File: src/rtl/rcq_pkg.sv
// Package: shared types for the reference clock qualifier.
// Assumes: nothing beyond IEEE 1800-2017.
package rcq_pkg;

    // Qualifier states; encoding carries no external meaning.
    typedef enum logic [1:0] {
        ST_ACQUIRE   = 2'd0,
        ST_TRACK     = 2'd1,
        ST_HOLDOVER  = 2'd2,
        ST_REQUALIFY = 2'd3
    } rcq_state_e;

endpackage

File: src/rtl/rcq_edge_sync.sv
// Module: rcq_edge_sync
// Brings the asynchronous reference into the local clock domain through a
// STAGES-deep flop chain and emits a one-cycle pulse per rising transition.
// Assumes: STAGES >= 2; the reference stays high and low for several local cycles.
module rcq_edge_sync #(
    parameter int STAGES = 2
) (
    input  logic clk,
    input  logic rst_n,
    input  logic ref_in,
    output logic rise_pulse
);

    logic [STAGES-1:0] chain_q;
    logic              prev_q;

    // Synchroniser chain plus one delayed copy for edge detection.
    always_ff @(posedge clk) begin
        if (!rst_n) begin
            chain_q <= '0;
            prev_q  <= 1'b0;
        end else begin
            chain_q <= {chain_q[STAGES-2:0], ref_in};
            prev_q  <= chain_q[STAGES-1];
        end
    end

    // Rising transition of the synchronised reference.
    always_comb rise_pulse = chain_q[STAGES-1] & ~prev_q;

    // A pulse never lasts two cycles.
    p_single_pulse_r9: assert property (@(posedge clk) disable iff (!rst_n)
        rise_pulse |=> !rise_pulse);

endmodule

File: src/rtl/rcq_loss_det.sv
// Module: rcq_loss_det
// Counts local cycles since the last reference rising edge and flags the
// reference as lost once the gap reaches LOSS_CYCLES.
// Assumes: rise_pulse is a single-cycle pulse from rcq_edge_sync.
module rcq_loss_det #(
    parameter int LOSS_CYCLES = 4608
) (
    input  logic clk,
    input  logic rst_n,
    input  logic rise_pulse,
    output logic lost
);

    localparam int GW = $clog2(LOSS_CYCLES + 1);
    localparam logic [GW-1:0] LIMIT = GW'(LOSS_CYCLES);

    logic [GW-1:0] gap_q;

    // Gap counter: cleared by each edge, saturating at the limit.
    always_ff @(posedge clk) begin
        if (!rst_n) begin
            gap_q <= '0;
        end else if (rise_pulse) begin
            gap_q <= '0;
        end else if (gap_q != LIMIT) begin
            gap_q <= gap_q + 1'b1;
        end
    end

    // Loss flag follows the saturated counter.
    always_comb lost = (gap_q == LIMIT);

    // The cycle after an edge can never report a loss.
    p_no_loss_after_edge_r6: assert property (@(posedge clk) disable iff (!rst_n)
        rise_pulse |=> !lost);

endmodule

File: src/rtl/rcq_window_meter.sv
// Module: rcq_window_meter
// Measures how many local cycles 2^WIN_LOG2 reference periods take. The first
// edge after reset or loss arms the meter; windows then run back to back and
// each ending edge opens the next window. A loss discards the open window.
// Assumes: every period is shorter than LOSS_CYCLES while armed.
module rcq_window_meter #(
    parameter int WIN_LOG2    = 12,
    parameter int LOSS_CYCLES = 4608,
    localparam int CW = $clog2(LOSS_CYCLES) + WIN_LOG2 + 1
) (
    input  logic          clk,
    input  logic          rst_n,
    input  logic          rise_pulse,
    input  logic          lost,
    output logic          win_done,
    output logic [CW-1:0] win_cycles
);

    logic                armed_q;
    logic [CW-1:0]       acc_q;
    logic [WIN_LOG2-1:0] edges_q;

    // Window accumulation; an arriving edge outranks a stale loss flag.
    always_ff @(posedge clk) begin
        if (!rst_n) begin
            armed_q    <= 1'b0;
            acc_q      <= '0;
            edges_q    <= '0;
            win_done   <= 1'b0;
            win_cycles <= '0;
        end else begin
            win_done <= 1'b0;
            if (rise_pulse) begin
                if (armed_q) begin
                    edges_q <= edges_q + 1'b1;
                    if (&edges_q) begin
                        win_done   <= 1'b1;
                        win_cycles <= acc_q + 1'b1;
                        acc_q      <= '0;
                    end else begin
                        acc_q <= acc_q + 1'b1;
                    end
                end else begin
                    armed_q <= 1'b1;
                    acc_q   <= '0;
                    edges_q <= '0;
                end
            end else if (lost) begin
                armed_q <= 1'b0;
            end else if (armed_q) begin
                acc_q <= acc_q + 1'b1;
            end
        end
    end

    // A window result only appears one cycle after a reference edge.
    p_done_after_edge_r2: assert property (@(posedge clk) disable iff (!rst_n)
        win_done |-> $past(rise_pulse));

    // A window result never appears right after a loss.
    p_no_done_after_loss_r6: assert property (@(posedge clk) disable iff (!rst_n)
        (lost && !rise_pulse) |=> !win_done);

endmodule

File: src/rtl/rcq_steer_fsm.sv
// Module: rcq_steer_fsm
// Judges each window against the ppm tolerance, runs the acquire / track /
// holdover / requalify sequence and steers the control word with a
// saturating proportional step.
// Assumes: win_done and lost never coincide (ensured by the meter).
module rcq_steer_fsm
    import rcq_pkg::*;
#(
    parameter int NOM_CYCLES  = 2304,
    parameter int WIN_LOG2    = 12,
    parameter int LOSS_CYCLES = 4608,
    parameter int PPM_LIMIT   = 250,
    parameter int CTRL_W      = 16,
    parameter int GAIN_SHIFT  = 4,
    localparam int CW = $clog2(LOSS_CYCLES) + WIN_LOG2 + 1
) (
    input  logic              clk,
    input  logic              rst_n,
    input  logic              win_done,
    input  logic [CW-1:0]     win_cycles,
    input  logic              lost,
    output logic              safe,
    output logic [CTRL_W-1:0] ctrl_word
);

    localparam longint EXP_L = longint'(NOM_CYCLES) << WIN_LOG2;
    localparam longint TOL_L = (EXP_L * longint'(PPM_LIMIT)) / 64'sd1000000;
    localparam logic [CW-1:0]        EXP_V = EXP_L[CW-1:0];
    localparam logic signed [CW:0]   TOL_P = TOL_L[CW:0];
    localparam logic signed [CW:0]   TOL_N = -TOL_P;
    localparam int SW = ((CW > CTRL_W) ? CW : CTRL_W) + 2;
    localparam logic signed [SW-1:0] WMAX = $signed({{(SW-CTRL_W){1'b0}}, {CTRL_W{1'b1}}});
    localparam logic [CTRL_W-1:0]    MID  = {1'b1, {(CTRL_W-1){1'b0}}};

    rcq_state_e          st_q;
    logic                pass_q;
    logic signed [CW:0]  err;
    logic signed [CW:0]  step;
    logic signed [SW-1:0] cand;
    logic [CTRL_W-1:0]   stepped;
    logic                in_range;

    // Window error, tolerance test and the clamped candidate word.
    always_comb begin
        err      = $signed({1'b0, win_cycles}) - $signed({1'b0, EXP_V});
        in_range = (err <= TOL_P) && (err >= TOL_N);
        step     = err >>> GAIN_SHIFT;
        cand     = $signed({{(SW-CTRL_W){1'b0}}, ctrl_word})
                 - $signed({{(SW-CW-1){step[CW]}}, step});
        if (cand < 0) begin
            stepped = '0;
        end else if (cand > WMAX) begin
            stepped = {CTRL_W{1'b1}};
        end else begin
            stepped = cand[CTRL_W-1:0];
        end
    end

    // State sequence and control-word register.
    always_ff @(posedge clk) begin
        if (!rst_n) begin
            st_q      <= ST_ACQUIRE;
            pass_q    <= 1'b0;
            ctrl_word <= MID;
        end else begin
            case (st_q)
                ST_ACQUIRE: begin
                    if (win_done) begin
                        ctrl_word <= stepped;
                        if (in_range) st_q <= ST_TRACK;
                    end
                end
                ST_TRACK: begin
                    if (lost) begin
                        st_q <= ST_HOLDOVER;
                    end else if (win_done) begin
                        if (in_range) ctrl_word <= stepped;
                        else          st_q      <= ST_HOLDOVER;
                    end
                end
                ST_HOLDOVER: begin
                    if (!lost) begin
                        st_q   <= ST_REQUALIFY;
                        pass_q <= 1'b0;
                    end
                end
                ST_REQUALIFY: begin
                    if (lost) begin
                        st_q <= ST_HOLDOVER;
                    end else if (win_done) begin
                        if (!in_range)   pass_q <= 1'b0;
                        else if (pass_q) st_q   <= ST_TRACK;
                        else             pass_q <= 1'b1;
                    end
                end
                default: st_q <= ST_ACQUIRE;
            endcase
        end
    end

    // Status output decoded from the state register.
    always_comb safe = (st_q == ST_TRACK);

    // The word is frozen during holdover and requalification.
    p_word_frozen_r7: assert property (@(posedge clk) disable iff (!rst_n)
        (st_q == ST_HOLDOVER || st_q == ST_REQUALIFY) |=> $stable(ctrl_word));

    // A reported loss removes the safe status on the next cycle.
    p_safe_drops_on_loss_r6: assert property (@(posedge clk) disable iff (!rst_n)
        lost |=> !safe);

    // The safe status only rises at the end of a window.
    p_safe_rises_on_window_r3: assert property (@(posedge clk) disable iff (!rst_n)
        $rose(safe) |-> $past(win_done));

    // An out-of-range window while tracking drops safe and keeps the word.
    p_out_of_range_hold_r5: assert property (@(posedge clk) disable iff (!rst_n)
        (st_q == ST_TRACK && win_done && !in_range && !lost) |=> (!safe && $stable(ctrl_word)));

endmodule

File: src/rtl/ref_clock_qualifier.sv
// Module: ref_clock_qualifier (top)
// Qualifies a slow reference against the local oscillator clock, reports the
// result on safe and steers a frequency-control word that freezes in holdover.
// Assumes: clk is the free-running local oscillator; ref_in is asynchronous.
module ref_clock_qualifier #(
    parameter int NOM_CYCLES  = 2304,
    parameter int LOSS_CYCLES = 4608,
    parameter int WIN_LOG2    = 12,
    parameter int PPM_LIMIT   = 250,
    parameter int CTRL_W      = 16,
    parameter int GAIN_SHIFT  = 4,
    parameter int SYNC_STAGES = 2
) (
    input  logic              clk,
    input  logic              rst_n,
    input  logic              ref_in,
    output logic              safe,
    output logic [CTRL_W-1:0] ctrl_word
);

    localparam int CW = $clog2(LOSS_CYCLES) + WIN_LOG2 + 1;

    logic          rise_pulse;
    logic          lost;
    logic          win_done;
    logic [CW-1:0] win_cycles;

    rcq_edge_sync #(
        .STAGES (SYNC_STAGES)
    ) u_sync (
        .clk        (clk),
        .rst_n      (rst_n),
        .ref_in     (ref_in),
        .rise_pulse (rise_pulse)
    );

    rcq_loss_det #(
        .LOSS_CYCLES (LOSS_CYCLES)
    ) u_loss (
        .clk        (clk),
        .rst_n      (rst_n),
        .rise_pulse (rise_pulse),
        .lost       (lost)
    );

    rcq_window_meter #(
        .WIN_LOG2    (WIN_LOG2),
        .LOSS_CYCLES (LOSS_CYCLES)
    ) u_meter (
        .clk        (clk),
        .rst_n      (rst_n),
        .rise_pulse (rise_pulse),
        .lost       (lost),
        .win_done   (win_done),
        .win_cycles (win_cycles)
    );

    rcq_steer_fsm #(
        .NOM_CYCLES  (NOM_CYCLES),
        .WIN_LOG2    (WIN_LOG2),
        .LOSS_CYCLES (LOSS_CYCLES),
        .PPM_LIMIT   (PPM_LIMIT),
        .CTRL_W      (CTRL_W),
        .GAIN_SHIFT  (GAIN_SHIFT)
    ) u_fsm (
        .clk        (clk),
        .rst_n      (rst_n),
        .win_done   (win_done),
        .win_cycles (win_cycles),
        .lost       (lost),
        .safe       (safe),
        .ctrl_word  (ctrl_word)
    );

endmodule

File: config.mk
export PLATFORM = sky130hd
export DESIGN_NAME = ref_clock_qualifier
export DESIGN_NICKNAME = d
export VERILOG_FILES = /design/src/rtl/rcq_pkg.sv /design/src/rtl/rcq_edge_sync.sv /design/src/rtl/rcq_loss_det.sv /design/src/rtl/rcq_window_meter.sv /design/src/rtl/rcq_steer_fsm.sv /design/src/rtl/ref_clock_qualifier.sv
export SDC_FILE = /design/constraint.sdc
export NUM_CORES = 1
export LEC_CHECK = 0
export ABC_CLOCK_PERIOD_IN_PS = 2550
export BUFFER_PORTS_ARGS = -buffer_cell sky130_fd_sc_hd__buf_4
export CAP_MARGIN = 20
export CORE_MARGIN = 5
export CORE_UTILIZATION = 59
export CTS_BUF_LIST = sky130_fd_sc_hd__clkbuf_2 sky130_fd_sc_hd__clkbuf_4 sky130_fd_sc_hd__clkbuf_8
export CTS_CLUSTER_DIAMETER = 100
export DETAILED_ROUTE_END_ITERATION = 12
export PLACE_DENSITY = 0.78
export SYNTH_ARGS = -nofsm -noshare
export SYNTH_HDL_FRONTEND = slang
export SYNTH_SLANG_ARGS = --single-unit
File: constraint.sdc
create_clock -name clk -period 2.55 [get_ports clk]
set_input_delay 0 -clock clk [delete_from_list [all_inputs] [get_ports clk]]
set_output_delay 0 -clock clk [all_outputs]
set_load 0.02 [all_outputs]
==> impl_metrics.py <==
metrics = {
    "outcome": {
        "status": "complete, but fails checks",
        "violations": "setup timing",
    },
    "critical_path": {
        "end_kind": "register",
        "crit_path_start_kind": "register",
        "crit_type": "register to register",
        "crit_family": "compound AO/OA/AOI/OAI gates",
        "critPathMaxFanout": 4,
        "cp_num_buf_inv": 3,
        "cp.arrival_ns": 3.03,
        "cp_slowest_cell": "dfxtp_2",
        "slowest_delay_ns": 0.34,
        "path_cells": "inv_2, ha_4, a21o_1, or2_1, o21a_1, o21a_1, or3_1, and4_4, buf_12, buf_4, a31oi_1, a21o_1",
        "required_ns": 2.88,
    },
    "sta": {
        "maxSlewViolCount": 0,
        "tightest_slew_ns": 0.641,
        "timing.slew.headroom_pct": 57.0,
        "setup_viol": 16,
        "clock_skew_ns": 0.00974,
        "period_share_pct": 106,
        "finalHoldViolCount": 0,
        "max_clock_freq_mhz": 370,
        "rsz0062_at_grt": "yes",
        "finalCriticalPeriod_ns": 2.70,
        "whs_ns": 0.444,
        "finalWorstSetupSlack_ns": -0.150,
    },
    "clocking": {
        "clock-root-buffer": "clkbuf_8",
        "ctsHtreeMaxLevel": 3,
        "clk_pin_slew_ns": 0.10,
        "clock_latency_ns": 0.39,
        "clock-sinks": 101,
        "cts_tree": "done",
        "cts_max_path_buffers": 2,
        "numCtsBuffers": 9,
    },
    "placed_design": {
        "hpwl_um": 11400,
        "place_congestion": 0.930,
        "io_buffers": 19,
        "pre_cts_slack_ns": -0.163,
        "place_inst": 928,
        "place_area_um2": 6800,
    },
    "synth": {
        "synth-compound-area-share_pct": 22.9,
        "synth_xor_area_share_pct": 8.34,
        "ys_seq_area_share_pct": 33.3,
        "synth_top_family_by_area": "simple AND/OR/NAND/NOR gates",
        "async_flop_share_pct": 0,
        "ys_ff_latch": 101,
        "syn-num-nets": 767,
        "yosys.area_share.simple_pct": 24.2,
        "synthMuxAreaShare_pct": 1.03,
        "netlist_area_um2": 6070,
        "synth_cell_types": 77,
        "yosysWarnings": 0,
        "synth_ff_type": "dfxtp_1",
        "synth_edf_count": 0,
        "synthCells": 740,
        "synth_area_per_cell_um2": 8.21,
        "synthAdderAreaFrac_pct": 5.07,
    },
    "floorplanning": {
        "die_w_um": 111,
        "pin_count": 20,
        "die_h_um": 111,
        "start_util_pct": 59.6,
        "coreArea_um2": 10200,
        "num_rows": 37,
        "die_area_um2": 12400,
    },
    "final_layout": {
        "drive_gt1_share_pct": 25.2,
        "syn_to_final_growth_pct": 24.3,
        "fillers": 760,
        "design_area_um2": 7550,
        "layout.cells.non_filler": 961,
        "nets": 848,
        "n_antenna_cell": 0,
        "multi_input_area_um2": 4140,
        "seq_area_um2": 2050,
    },
    "routing": {
        "wl_met1_um": 7320,
        "avgViaCountPerCell": 6.17,
        "drt_pass1_iterations": 7,
        "met2_length_um": 7910,
        "wirelength_um": 17000,
        "num_vias": 5931,
        "drtIter0Drc": 503,
        "route.detailed.drc": 0,
        "ant_nets": 0,
        "routedWlPerCell_um": 17.7,
        "highest_layer": "met4",
        "wl_met3_um": 1080,
    },
    "global_routing": {
        "antenna_found_initial": 0,
        "grt_max_degree": 58,
        "grt_overflow_total": 0,
        "grt_pass1_wl_um": 26200,
        "gr-usage-all-layers_pct": 25.3,
        "grt_pass1_vias": 5491,
    },
    "power": {
        "power_density_nw_per_um2": 363,
        "p_leak_nw": 2.91,
        "total_power_mw": 2.74,
        "ir_drop_uv": 607,
    },
    "hold_path": {
        "min_path_type": "register to register",
    },
    "run": {
        "cap_viol_max_count": 0,
    },
}
## per-stage QoR
stage	setup TNS [ns]	util [%]
6_report	-1.62	74.1
5_1_grt	-2.87	74.1
4_1_cts	-1.04	70.8
3_5_place_dp	-1.48	66.8
3_3_place_gp	-0.510	66.8
2_1_floorplan	-0.0118	-
## what timing repair did
action | in CTS | in global routing
setup buffers | 7 | 6
cloned | 1 | 2
pin swaps | 22 | 29
gates resized for setup | 27 | 53
hold buffers | 3 | 0
endpoints found under the hold margin | 10 | 0
endpoints found under the setup margin | 18 | 18
## cell families (layout without fill, tap and decap cells)
family	count (synthesis)	count (layout)
simple gates	291	291
compound gates	192	192
flops	101	101
buf+inv	69	154
xor+xnor	57	57
fa+ha+maj	24	24
mux	6	6
## synthesized netlist by cell type, types with 6 or more instances
cell type  number  share of area (%)
o211ai_1        6               0.74
a22o_1          6               0.87
xor2_1         31                4.5
and3_1         12                1.2
clkbuf_1       21                1.3
nor2_1         83                5.1
nand3_1        33                2.7
a21o_1         15                1.9
nand2_1        64                4.0
nor3_1         18                1.5
a311oi_1        9                1.3
and2_1         12                1.2
nand4_1        13                1.3
o21ai_0        18                1.5
ha_1           23                4.7
nand2b_1        7               0.72
o211a_1         9                1.5
dfxtp_1       101                 33
inv_1          33                2.0
o21a_1          7               0.87
nor2b_1         6               0.62
a211oi_1       27                3.3
xnor2_1        25                3.6
a31oi_1        16                1.6
a21oi_1        38                3.1
## layout by cell type (no fill, tap or decap), types with 12 or more instances in the layout
master,count
and3_1,12
nor3_1,16
nor2_1,82
nand2_1,63
inv_1,24
a21o_1,15
a211oi_1,27
a21oi_1,35
o21ai_0,17
nand4_1,13
buf_4,95
xnor2_1,25
dfxtp_1,83
xor2_1,31
dfxtp_2,17
ha_4,12
nand3_1,32
## state kept, by name (all words and copies together) (netlist names)
| name | count |
|---|---|
| u_meter.acc_q | 26 |
| u_meter.win_cycles | 26 |
| u_fsm.ctrl_word | 16 |
| u_loss.gap_q | 13 |
| u_meter.edges_q | 12 |
| u_fsm.st_q | 2 |
| u_sync.chain_q | 2 |
| u_fsm.pass_q | 1 |
| u_meter.armed_q | 1 |
| u_meter.win_done | 1 |
| u_sync.prev_q | 1 |
## layer usage
| layer | vias up | global-route usage (%) |
|---|---|---|
| li1 | 2836 | - |
| met1 | 2792 | 32.4 |
| met2 | 237 | 41.8 |
| met3 | 66 | 5.65 |
| met4 | 0 | 9.73 |
| met5 | - | 0 |
## layout make-up
class                   instances  area share, %
clock buffers                  10           1.82
clock inverters                 5          0.762
inverters                      33           1.67
multi-input cells             570           54.8
flip-flops and latches        101           27.1
well taps                     136           2.25
repair buffers                106           11.6
## path summary, 6_finish.rpt
| check | from | to | slack [ns] | depth (start not counted) |
|---|---|---|---|---|
| max reg2reg | u_meter.win_cycles[8] | u_fsm.ctrl_word[13] | -0.15 | 12 |
| min reg2reg | u_sync.chain_q[0] | u_sync.chain_q[1] | 0.44 | 1 |
| min | u_sync.chain_q[0] | u_sync.chain_q[1] | 0.44 | 1 |
| max | u_meter.win_cycles[8] | u_fsm.ctrl_word[13] | -0.15 | 12 |
## report_power, final
group          total [mW]  internal (mW)  switching [mW]
combinational      0.0953         0.0274          0.0679
sequential           1.59           1.58         0.00827
clock                1.06          0.478           0.579
Power figures use the tool's default switching activity.
